[src/rtl/osc_seq_pkg.sv]
package osc_seq_pkg;

    typedef enum logic [3:0] {
        OP_NONE       = 4'd0,
        OP_READY      = 4'd1,
        OP_POWER      = 4'd2,
        OP_THOLD_CLR  = 4'd3,
        OP_TRIM       = 4'd4,
        OP_THOLD_SET  = 4'd5,
        OP_SHOLD_CLR  = 4'd6,
        OP_SEL        = 4'd7,
        OP_SHOLD_SET  = 4'd8,
        OP_XFSM_EN    = 4'd9
    } wr_op_e;

    localparam logic [1:0] SRC_RAW = 2'd0;
    localparam logic [1:0] SRC_RCT = 2'd1;
    localparam logic [1:0] SRC_XTL = 2'd2;

    typedef enum logic [4:0] {
        ST_IDLE, ST_FIN_HOLD,
        ST_R_RDY_OFF, ST_R_PWR, ST_R_THCLR, ST_R_TRIM, ST_R_THSET, ST_R_RDY_ON,
        ST_SCLR, ST_SEL, ST_SSET,
        ST_CAL_GO, ST_CAL_WAIT,
        ST_X_RDY_OFF, ST_X_PWR, ST_X_THCLR, ST_X_TRIM, ST_X_THSET,
        ST_X_FSMQ, ST_X_EN0, ST_X_KEY, ST_X_POLL,
        ST_X_WTHCLR, ST_X_WTRIM, ST_X_WTHSET, ST_X_RDY_ON
    } seq_state_e;

    // which trim location won the priority pick
    typedef enum logic [1:0] {
        PICK_NONE  = 2'd0,
        PICK_FUSE  = 2'd1,
        PICK_SAVED = 2'd2
    } pick_e;

endpackage

[src/rtl/osc_trim_pick.sv]
module osc_trim_pick import osc_seq_pkg::*; #(
    parameter int W = 8
) (
    input  logic         sav_en_i,
    input  logic [W-1:0] sav_code_i,
    input  logic         fuse_en_i,
    input  logic [W-1:0] fuse_code_i,
    output logic [W-1:0] code_o,
    output pick_e        pick_o
);
    always_comb begin
        if (sav_en_i) begin
            code_o = sav_code_i;
            pick_o = PICK_SAVED;
        end else if (fuse_en_i) begin
            code_o = fuse_code_i;
            pick_o = PICK_FUSE;
        end else begin
            code_o = '0;
            pick_o = PICK_NONE;
        end
    end
endmodule

[src/rtl/osc_xtal_judge.sv]
module osc_xtal_judge #(
    parameter int W = 6
) (
    input  logic         status_i,
    input  logic [W-1:0] trim_i,
    input  logic [W-1:0] max_i,
    output logic         err_o
);
    // status high: result must lie below the ceiling
    // status low: engine ran out, result must sit exactly on it
    always_comb begin
        if (status_i) err_o = (trim_i >= max_i);
        else          err_o = (trim_i != max_i);
    end
endmodule

[src/rtl/osc_switch_seq.sv]
module osc_switch_seq import osc_seq_pkg::*; #(
    parameter  int RC_W     = 8,
    parameter  int XT_W     = 6,
    parameter  int XFSM_KEY = 'h5A,
    localparam int CW       = (RC_W > XT_W) ? RC_W : XT_W,
    localparam int DW       = CW + 1
) (
    input  logic            clk_i,
    input  logic            rst_ni,
    input  logic            req_i,
    input  logic [1:0]      target_i,
    input  logic [1:0]      cur_sel_i,
    input  logic            rct_saved_en_i,
    input  logic [RC_W-1:0] rct_saved_code_i,
    input  logic            rct_fuse_en_i,
    input  logic [RC_W-1:0] rct_fuse_code_i,
    input  logic            xtl_saved_en_i,
    input  logic            xtl_fuse_en_i,
    input  logic [XT_W-1:0] xtl_fuse_code_i,
    input  logic            xfsm_done_i,
    input  logic            xfsm_status_i,
    input  logic [XT_W-1:0] xfsm_trim_i,
    input  logic [XT_W-1:0] xfsm_max_i,
    output logic            cal_start_o,
    input  logic            cal_done_i,
    output logic            wr_valid_o,
    output logic [3:0]      wr_op_o,
    output logic            wr_osc_o,
    output logic [DW-1:0]   wr_data_o,
    output logic            done_o,
    output logic            err_o
);

    typedef struct packed {
        seq_state_e       st;
        logic [1:0]       sel;      // source for the shared select run
        logic             hop;      // crystal path follows the RC path
        logic             rc_trim;  // RC path carries a trim write
        logic [CW-1:0]    code;     // code for the pending trim run
        logic             done;
        logic             err;
    } seq_t;

    seq_t s_d, s_q;

    logic [RC_W-1:0] rc_code;
    pick_e           rc_pick;
    logic [XT_W-1:0] xt_code;
    pick_e           xt_pick;
    logic            xt_err;

    osc_trim_pick #(.W(RC_W)) i_rc_pick (
        .sav_en_i    (rct_saved_en_i),
        .sav_code_i  (rct_saved_code_i),
        .fuse_en_i   (rct_fuse_en_i),
        .fuse_code_i (rct_fuse_code_i),
        .code_o      (rc_code),
        .pick_o      (rc_pick)
    );

    // the saved crystal code lives in the always-on domain and is kept as is
    osc_trim_pick #(.W(XT_W)) i_xt_pick (
        .sav_en_i    (xtl_saved_en_i),
        .sav_code_i  ({XT_W{1'b0}}),
        .fuse_en_i   (xtl_fuse_en_i),
        .fuse_code_i (xtl_fuse_code_i),
        .code_o      (xt_code),
        .pick_o      (xt_pick)
    );

    osc_xtal_judge #(.W(XT_W)) i_judge (
        .status_i (xfsm_status_i),
        .trim_i   (xfsm_trim_i),
        .max_i    (xfsm_max_i),
        .err_o    (xt_err)
    );

    // next-state process
    always_comb begin
        s_d      = s_q;
        s_d.done = 1'b0;
        unique case (s_q.st)
            ST_IDLE: begin
                if (req_i && target_i != 2'd3) begin
                    s_d.err     = 1'b0;
                    s_d.hop     = 1'b0;
                    s_d.code    = CW'(rc_code);
                    s_d.rc_trim = (rc_pick != PICK_NONE);
                    if (cur_sel_i == target_i) begin
                        s_d.st = ST_FIN_HOLD;
                    end else if (target_i == SRC_RAW) begin
                        s_d.sel = SRC_RAW;
                        s_d.st  = ST_SCLR;
                    end else if (target_i == SRC_RCT) begin
                        s_d.st = ST_R_RDY_OFF;
                    end else if (cur_sel_i == SRC_RAW) begin
                        s_d.hop = 1'b1;
                        s_d.st  = ST_R_RDY_OFF;
                    end else begin
                        s_d.st = ST_X_RDY_OFF;
                    end
                end
            end
            ST_FIN_HOLD: begin
                s_d.st   = ST_IDLE;
                s_d.done = 1'b1;
            end
            ST_R_RDY_OFF: s_d.st = ST_R_PWR;
            ST_R_PWR:     s_d.st = s_q.rc_trim ? ST_R_THCLR : ST_R_RDY_ON;
            ST_R_THCLR:   s_d.st = ST_R_TRIM;
            ST_R_TRIM:    s_d.st = ST_R_THSET;
            ST_R_THSET:   s_d.st = ST_R_RDY_ON;
            ST_R_RDY_ON: begin
                s_d.sel = SRC_RCT;
                s_d.st  = ST_SCLR;
            end
            ST_SCLR: s_d.st = ST_SEL;
            ST_SEL:  s_d.st = ST_SSET;
            ST_SSET: begin
                if (s_q.sel == SRC_RCT && !s_q.rc_trim) begin
                    s_d.st = ST_CAL_GO;
                end else if (s_q.sel == SRC_RCT && s_q.hop) begin
                    s_d.st = ST_X_RDY_OFF;
                end else begin
                    s_d.st   = ST_IDLE;
                    s_d.done = 1'b1;
                end
            end
            ST_CAL_GO: s_d.st = ST_CAL_WAIT;
            ST_CAL_WAIT: begin
                if (cal_done_i) begin
                    if (s_q.hop) begin
                        s_d.st = ST_X_RDY_OFF;
                    end else begin
                        s_d.st   = ST_IDLE;
                        s_d.done = 1'b1;
                    end
                end
            end
            ST_X_RDY_OFF: s_d.st = ST_X_PWR;
            ST_X_PWR: begin
                if (xt_pick == PICK_FUSE) begin
                    s_d.code = CW'(xt_code);
                    s_d.st   = ST_X_THCLR;
                end else begin
                    s_d.st = ST_X_FSMQ;
                end
            end
            ST_X_THCLR: s_d.st = ST_X_TRIM;
            ST_X_TRIM:  s_d.st = ST_X_THSET;
            ST_X_THSET: s_d.st = ST_X_FSMQ;
            ST_X_FSMQ: begin
                if (xfsm_done_i) begin
                    s_d.code = CW'(xfsm_trim_i);
                    s_d.err  = xt_err;
                    s_d.st   = ST_X_WTHCLR;
                end else begin
                    s_d.st = ST_X_EN0;
                end
            end
            ST_X_EN0: s_d.st = ST_X_KEY;
            ST_X_KEY: s_d.st = ST_X_POLL;
            ST_X_POLL: begin
                if (xfsm_done_i) begin
                    s_d.code = CW'(xfsm_trim_i);
                    s_d.err  = xt_err;
                    s_d.st   = ST_X_WTHCLR;
                end
            end
            ST_X_WTHCLR: s_d.st = ST_X_WTRIM;
            ST_X_WTRIM:  s_d.st = ST_X_WTHSET;
            ST_X_WTHSET: s_d.st = ST_X_RDY_ON;
            ST_X_RDY_ON: begin
                s_d.sel = SRC_XTL;
                s_d.st  = ST_SCLR;
            end
            default: s_d.st = ST_IDLE;
        endcase
    end

    always_ff @(posedge clk_i or negedge rst_ni) begin
        if (!rst_ni) begin
            s_q <= '{st: ST_IDLE, sel: SRC_RAW, hop: 1'b0, rc_trim: 1'b0,
                     code: '0, done: 1'b0, err: 1'b0};
        end else begin
            s_q <= s_d;
        end
    end

    // write port decode
    wr_op_e op;
    logic   osc;
    logic [DW-1:0] data;

    always_comb begin
        op   = OP_NONE;
        osc  = 1'b0;
        data = DW'(1);
        unique case (s_q.st)
            ST_R_RDY_OFF: op = OP_READY;
            ST_R_PWR:     op = OP_POWER;
            ST_R_THCLR:   op = OP_THOLD_CLR;
            ST_R_TRIM: begin
                op   = OP_TRIM;
                data = {1'b1, s_q.code};
            end
            ST_R_THSET:   op = OP_THOLD_SET;
            ST_R_RDY_ON: begin
                op   = OP_READY;
                data = '0;
            end
            ST_SCLR:      op = OP_SHOLD_CLR;
            ST_SEL: begin
                op   = OP_SEL;
                data = DW'(s_q.sel);
            end
            ST_SSET, ST_FIN_HOLD: op = OP_SHOLD_SET;
            ST_X_RDY_OFF: begin op = OP_READY; osc = 1'b1; end
            ST_X_PWR:     begin op = OP_POWER; osc = 1'b1; end
            ST_X_THCLR, ST_X_WTHCLR: begin op = OP_THOLD_CLR; osc = 1'b1; end
            ST_X_TRIM, ST_X_WTRIM: begin
                op   = OP_TRIM;
                osc  = 1'b1;
                data = {1'b1, s_q.code};
            end
            ST_X_THSET, ST_X_WTHSET: begin op = OP_THOLD_SET; osc = 1'b1; end
            ST_X_EN0: begin
                op   = OP_XFSM_EN;
                osc  = 1'b1;
                data = '0;
            end
            ST_X_KEY: begin
                op   = OP_XFSM_EN;
                osc  = 1'b1;
                data = DW'(XFSM_KEY);
            end
            ST_X_RDY_ON: begin
                op   = OP_READY;
                osc  = 1'b1;
                data = '0;
            end
            default: data = '0;
        endcase
    end

    assign wr_valid_o  = (op != OP_NONE);
    assign wr_op_o     = op;
    assign wr_osc_o    = osc;
    assign wr_data_o   = data;
    assign cal_start_o = (s_q.st == ST_CAL_GO);
    assign done_o      = s_q.done;
    assign err_o       = s_q.err;

endmodule

[config.mk]
export PLATFORM = sky130hd
export DESIGN_NAME = osc_switch_seq
export DESIGN_NICKNAME = d
export VERILOG_FILES = /design/src/rtl/osc_seq_pkg.sv /design/src/rtl/osc_trim_pick.sv /design/src/rtl/osc_xtal_judge.sv /design/src/rtl/osc_switch_seq.sv
export SDC_FILE = /design/constraint.sdc
export NUM_CORES = 1
export LEC_CHECK = 0
export BUFFER_PORTS_ARGS = -buffer_cell sky130_fd_sc_hd__buf_2
export CAP_MARGIN = 0
export CORE_AREA = 2 2 70 72
export CTS_BUF_LIST = sky130_fd_sc_hd__clkbuf_16
export DETAILED_ROUTE_END_ITERATION = 10
export DIE_AREA = 0 0 72 74
export PLACE_DENSITY = 0.8
export SYNTH_ARGS = -nofsm -noshare
export SYNTH_HDL_FRONTEND = slang
export SYNTH_SLANG_ARGS = --single-unit
[constraint.sdc]
create_clock -name clk_i -period 1.7 [get_ports clk_i]
set_input_delay 0 -clock clk_i [delete_from_list [all_inputs] [get_ports clk_i]]
set_output_delay 0 -clock clk_i [all_outputs]
set_load 0.02 [all_outputs]
==> impl_results.md <==
- VDD IR max: 0.874 mV
- Status: finished, violations left
- Clock Path Buffers: 2
- R2R Path End: s_q[4]
- Fraction of layout cells with a size suffix above 1: 0.446
- Inserted Diodes: 0
- Synthesized flop and latch total: 19
- Sequential fraction of the synthesis area: 0.232
- Synth Instances: about 270
- Routed WL: about 8000 um
- Post-route minimum period: 1.90 ns
- Mapped cell area: 2050 um^2
- Async S/R FF share, synth: 1.00
- Fmax: approximately 530 MHz
- Pin count of the biggest net entering global routing: 20
- Dominant cells by area after synthesis: dfrtp_1 (23%), mux2i_1 (4.9%), nand2_1 (4.6%), nor2_1 (4.2%), a21oi_1 (3.9%)
- Final non-filler cell area: 3140 um^2
- Post-synth EDFFs: 0
- Worst min path class: input pin to flip-flop
- Pre-CTS setup slack: -0.0825 ns
- Root buf cell: clkbuf_16
- # DRC: 0
- P_sw: about 2600 uW
- Endpoints failing setup: 26
- Flop pwr share: 0.143
- GPL Wtd Cong: roughly 1
- YS warnings: 0
- Worst Hold Path Cells: 3
- Critical-path cell list: or3b_1 -> a21oi_2 -> nor3_2 -> a222oi_1 -> mux2i_1
- H-tree level count: 1
- Die height: 74 um
- # fillers: 337
- Area delta synth->final: 53.3%
- Total number of vias: ~2,700
- Max_slew headroom: 0.673
- Cell taking the most area after synthesis: dfrtp_1
- Flop2flop setup slack: -0.20 ns
- CP required: approximately 1.8 ns
- Fin. max-slew vios: 0
- IO Pins: 66
- Starting Density: 0.446
- Power Density: 1740 nW/um^2
- Most common cell after layout, fill and taps aside: buf_4
- Vias in the first global route: between 2,000 and 2,500
- CTS Buf Count: 3
- CTS tree: built
- Dpl hpwl: 5390 um
- Hold_ws: around 0.07 ns
- Post-route ant nets: 0
- Yosys top cell area share: 0.232
- CP max stage delay: 0.45 ns
- Setup CP Type: flip-flop to flip-flop
- Worst-case clock skew: ~0.0085 ns
- Die area: between 5000 and 6000 um^2
- GRT overflow: 0
- Initial drt markers: roughly 320
- First-pass GRT wire length: about 12,000 um
- Placed Area: approximately 2700 um^2
- Port-buffer cells: 65
- Least-Margin Pin Slew: roughly 0.49 ns
- Routed length per instance: between 15 and 20 um
- Worst path arrival time: 2.00 ns
- Max-Cap Viols: 0
- Internal power: 2900 uW
- Initial antenna violation count: 0
- Clk slew on worst S/H paths: 0.06 ns
- Final period util: 1.12
- Failing checks: negative setup slack
- R2r startpoint: s_q[16]
- Clk_lat worst skew: 0.25 ns
- Synth unique cells: between 50 and 60
- # rows: 25
- Pre-Repair DR Iteration Count: 7
- Slowest-stage cell, CP: dfrtp_2
- Switch share: 0.469
- Final Hold Viols: 0
- CP Capture Type: flip-flop
- Reg2Reg Depth: 5
- Pleak: 0.00145 uW
- Worst-path fanout max: 8
- Worst setup margin: -0.203 ns
- Logic pwr share: 0.768
- Die Wd: 72 um
- Synth Net Count: roughly 330
- CP Launch Type: flip-flop
- Top FF cell, synth: dfrtp_1
- Clock group share of total power: 0.089
- RSZ-0062 raised after global routing: yes
- Clock sink count: 19
- Mean post-synth cell area: about 7.5 um^2
- Post-route setup TNS: -1.63 ns
- Most frequent cells in the layout: buf_4 (57), buf_2 (53), nand2_1 (24)
- Worst Hold End: s_q[11]
- Core ar.: 4600 um^2
- Hold_sp: target_i[1]
- Gr usage total: 0.278
- Vias per inst: 6.29
- # nets final: approximately 440
[worst max-delay path, delay by kind of cell, from the launching register on]
kind	cells	cell delay, ns
mux	1	0.16
compound gates	2	0.62
simple gates	2	0.51
flops	1	0.45
[worst max path at each step]
stage                 start  endpoint  cells after the start
finish              s_q[16]    s_q[4]                      5
global route        s_q[16]    s_q[4]                      7
CTS                 s_q[16]    s_q[2]                      7
detailed placement  s_q[16]    s_q[6]                      7
global placement    s_q[18]    s_q[3]                      5
floorplan           s_q[14]    s_q[2]                      7
[power by group through the flow]
stage	combinational [uW]	sequential, uW	clock (uW)
2_1_floorplan	2050	697	0
3_3_place_gp	3220	735	0
3_5_place_dp	3280	744	0
4_1_cts	3700	757	487
5_1_grt	4420	795	505
6_report	4190	782	487
[logic make-up after synthesis]
kind of cell | share of synthesized area
multiplexers | 0.0488
AND/OR/NAND/NOR | 0.281
XOR/XNOR | 0.0128
AO/OA/AOI/OAI | 0.303
flip-flops | 0.232
adder cells (fa/ha/maj) | 0.0366
buffers and inverters | 0.0860
[metrics by stage]
stage               power, uW  std cells   util
floorplan                2750        272      -
global route             5720        435  0.684
detailed placement       4020        419  0.594
CTS                      4940        432  0.658
finish                   5460        435  0.684
global placement         3950        419  0.594
[area by class of cell]
class	instances	area, um^2	area share
multi-input combinational	213	1560	0.496
inverter	20	75.1	0.0239
clock buffer	3	75.1	0.0239
tap	54	67.6	0.0215
sequential	19	479	0.152
clock inverter	1	3.75	0.00119
timing repair buffer	125	882	0.281
[metal layers]
metal  vias to the layer above  global-route usage  wire [um]
li1                       1228                   -          -
met1                      1286               0.363       3120
met2                       191               0.473       4030
met3                        31              0.0325        614
met4                         0               0.107        231
met5                         -                   0          0
[synth_stat cells, types with 3 or more instances]
cell and count:
a21o_1 4, a21oi_1 16, a222oi_1 7, a22o_1 7, a32oi_1 5, buf_1 3, buf_2 9, clkbuf_1 6
dfrtp_1 19, ha_1 6, inv_1 19, mux2i_1 10, nand2_1 25, nand2b_1 12, nand3_1 8, nand3b_1 3
nand4b_1 3, nor2_1 23, nor2b_1 6, nor3_1 13, o21ai_0 16, o22ai_1 5, o31ai_1 3
[registers in the layout, indices dropped and copies added, names as in the netlist]
| register | flops |
|---|---|
| s_q | 17 |
| done_o | 1 |
| err_o | 1 |
[what timing repair did]
action | CTS | global route
gates resized for setup | 42 | 28
hold endpoints to repair | 19 | 0
pin swaps | 16 | 11
endpoints found under the setup margin | 23 | 31
hold buffers | 1 | 0
setup buffers | 7 | 3
cloned | 1 | 0
No activity file was read; power rests on OpenSTA's default activity.
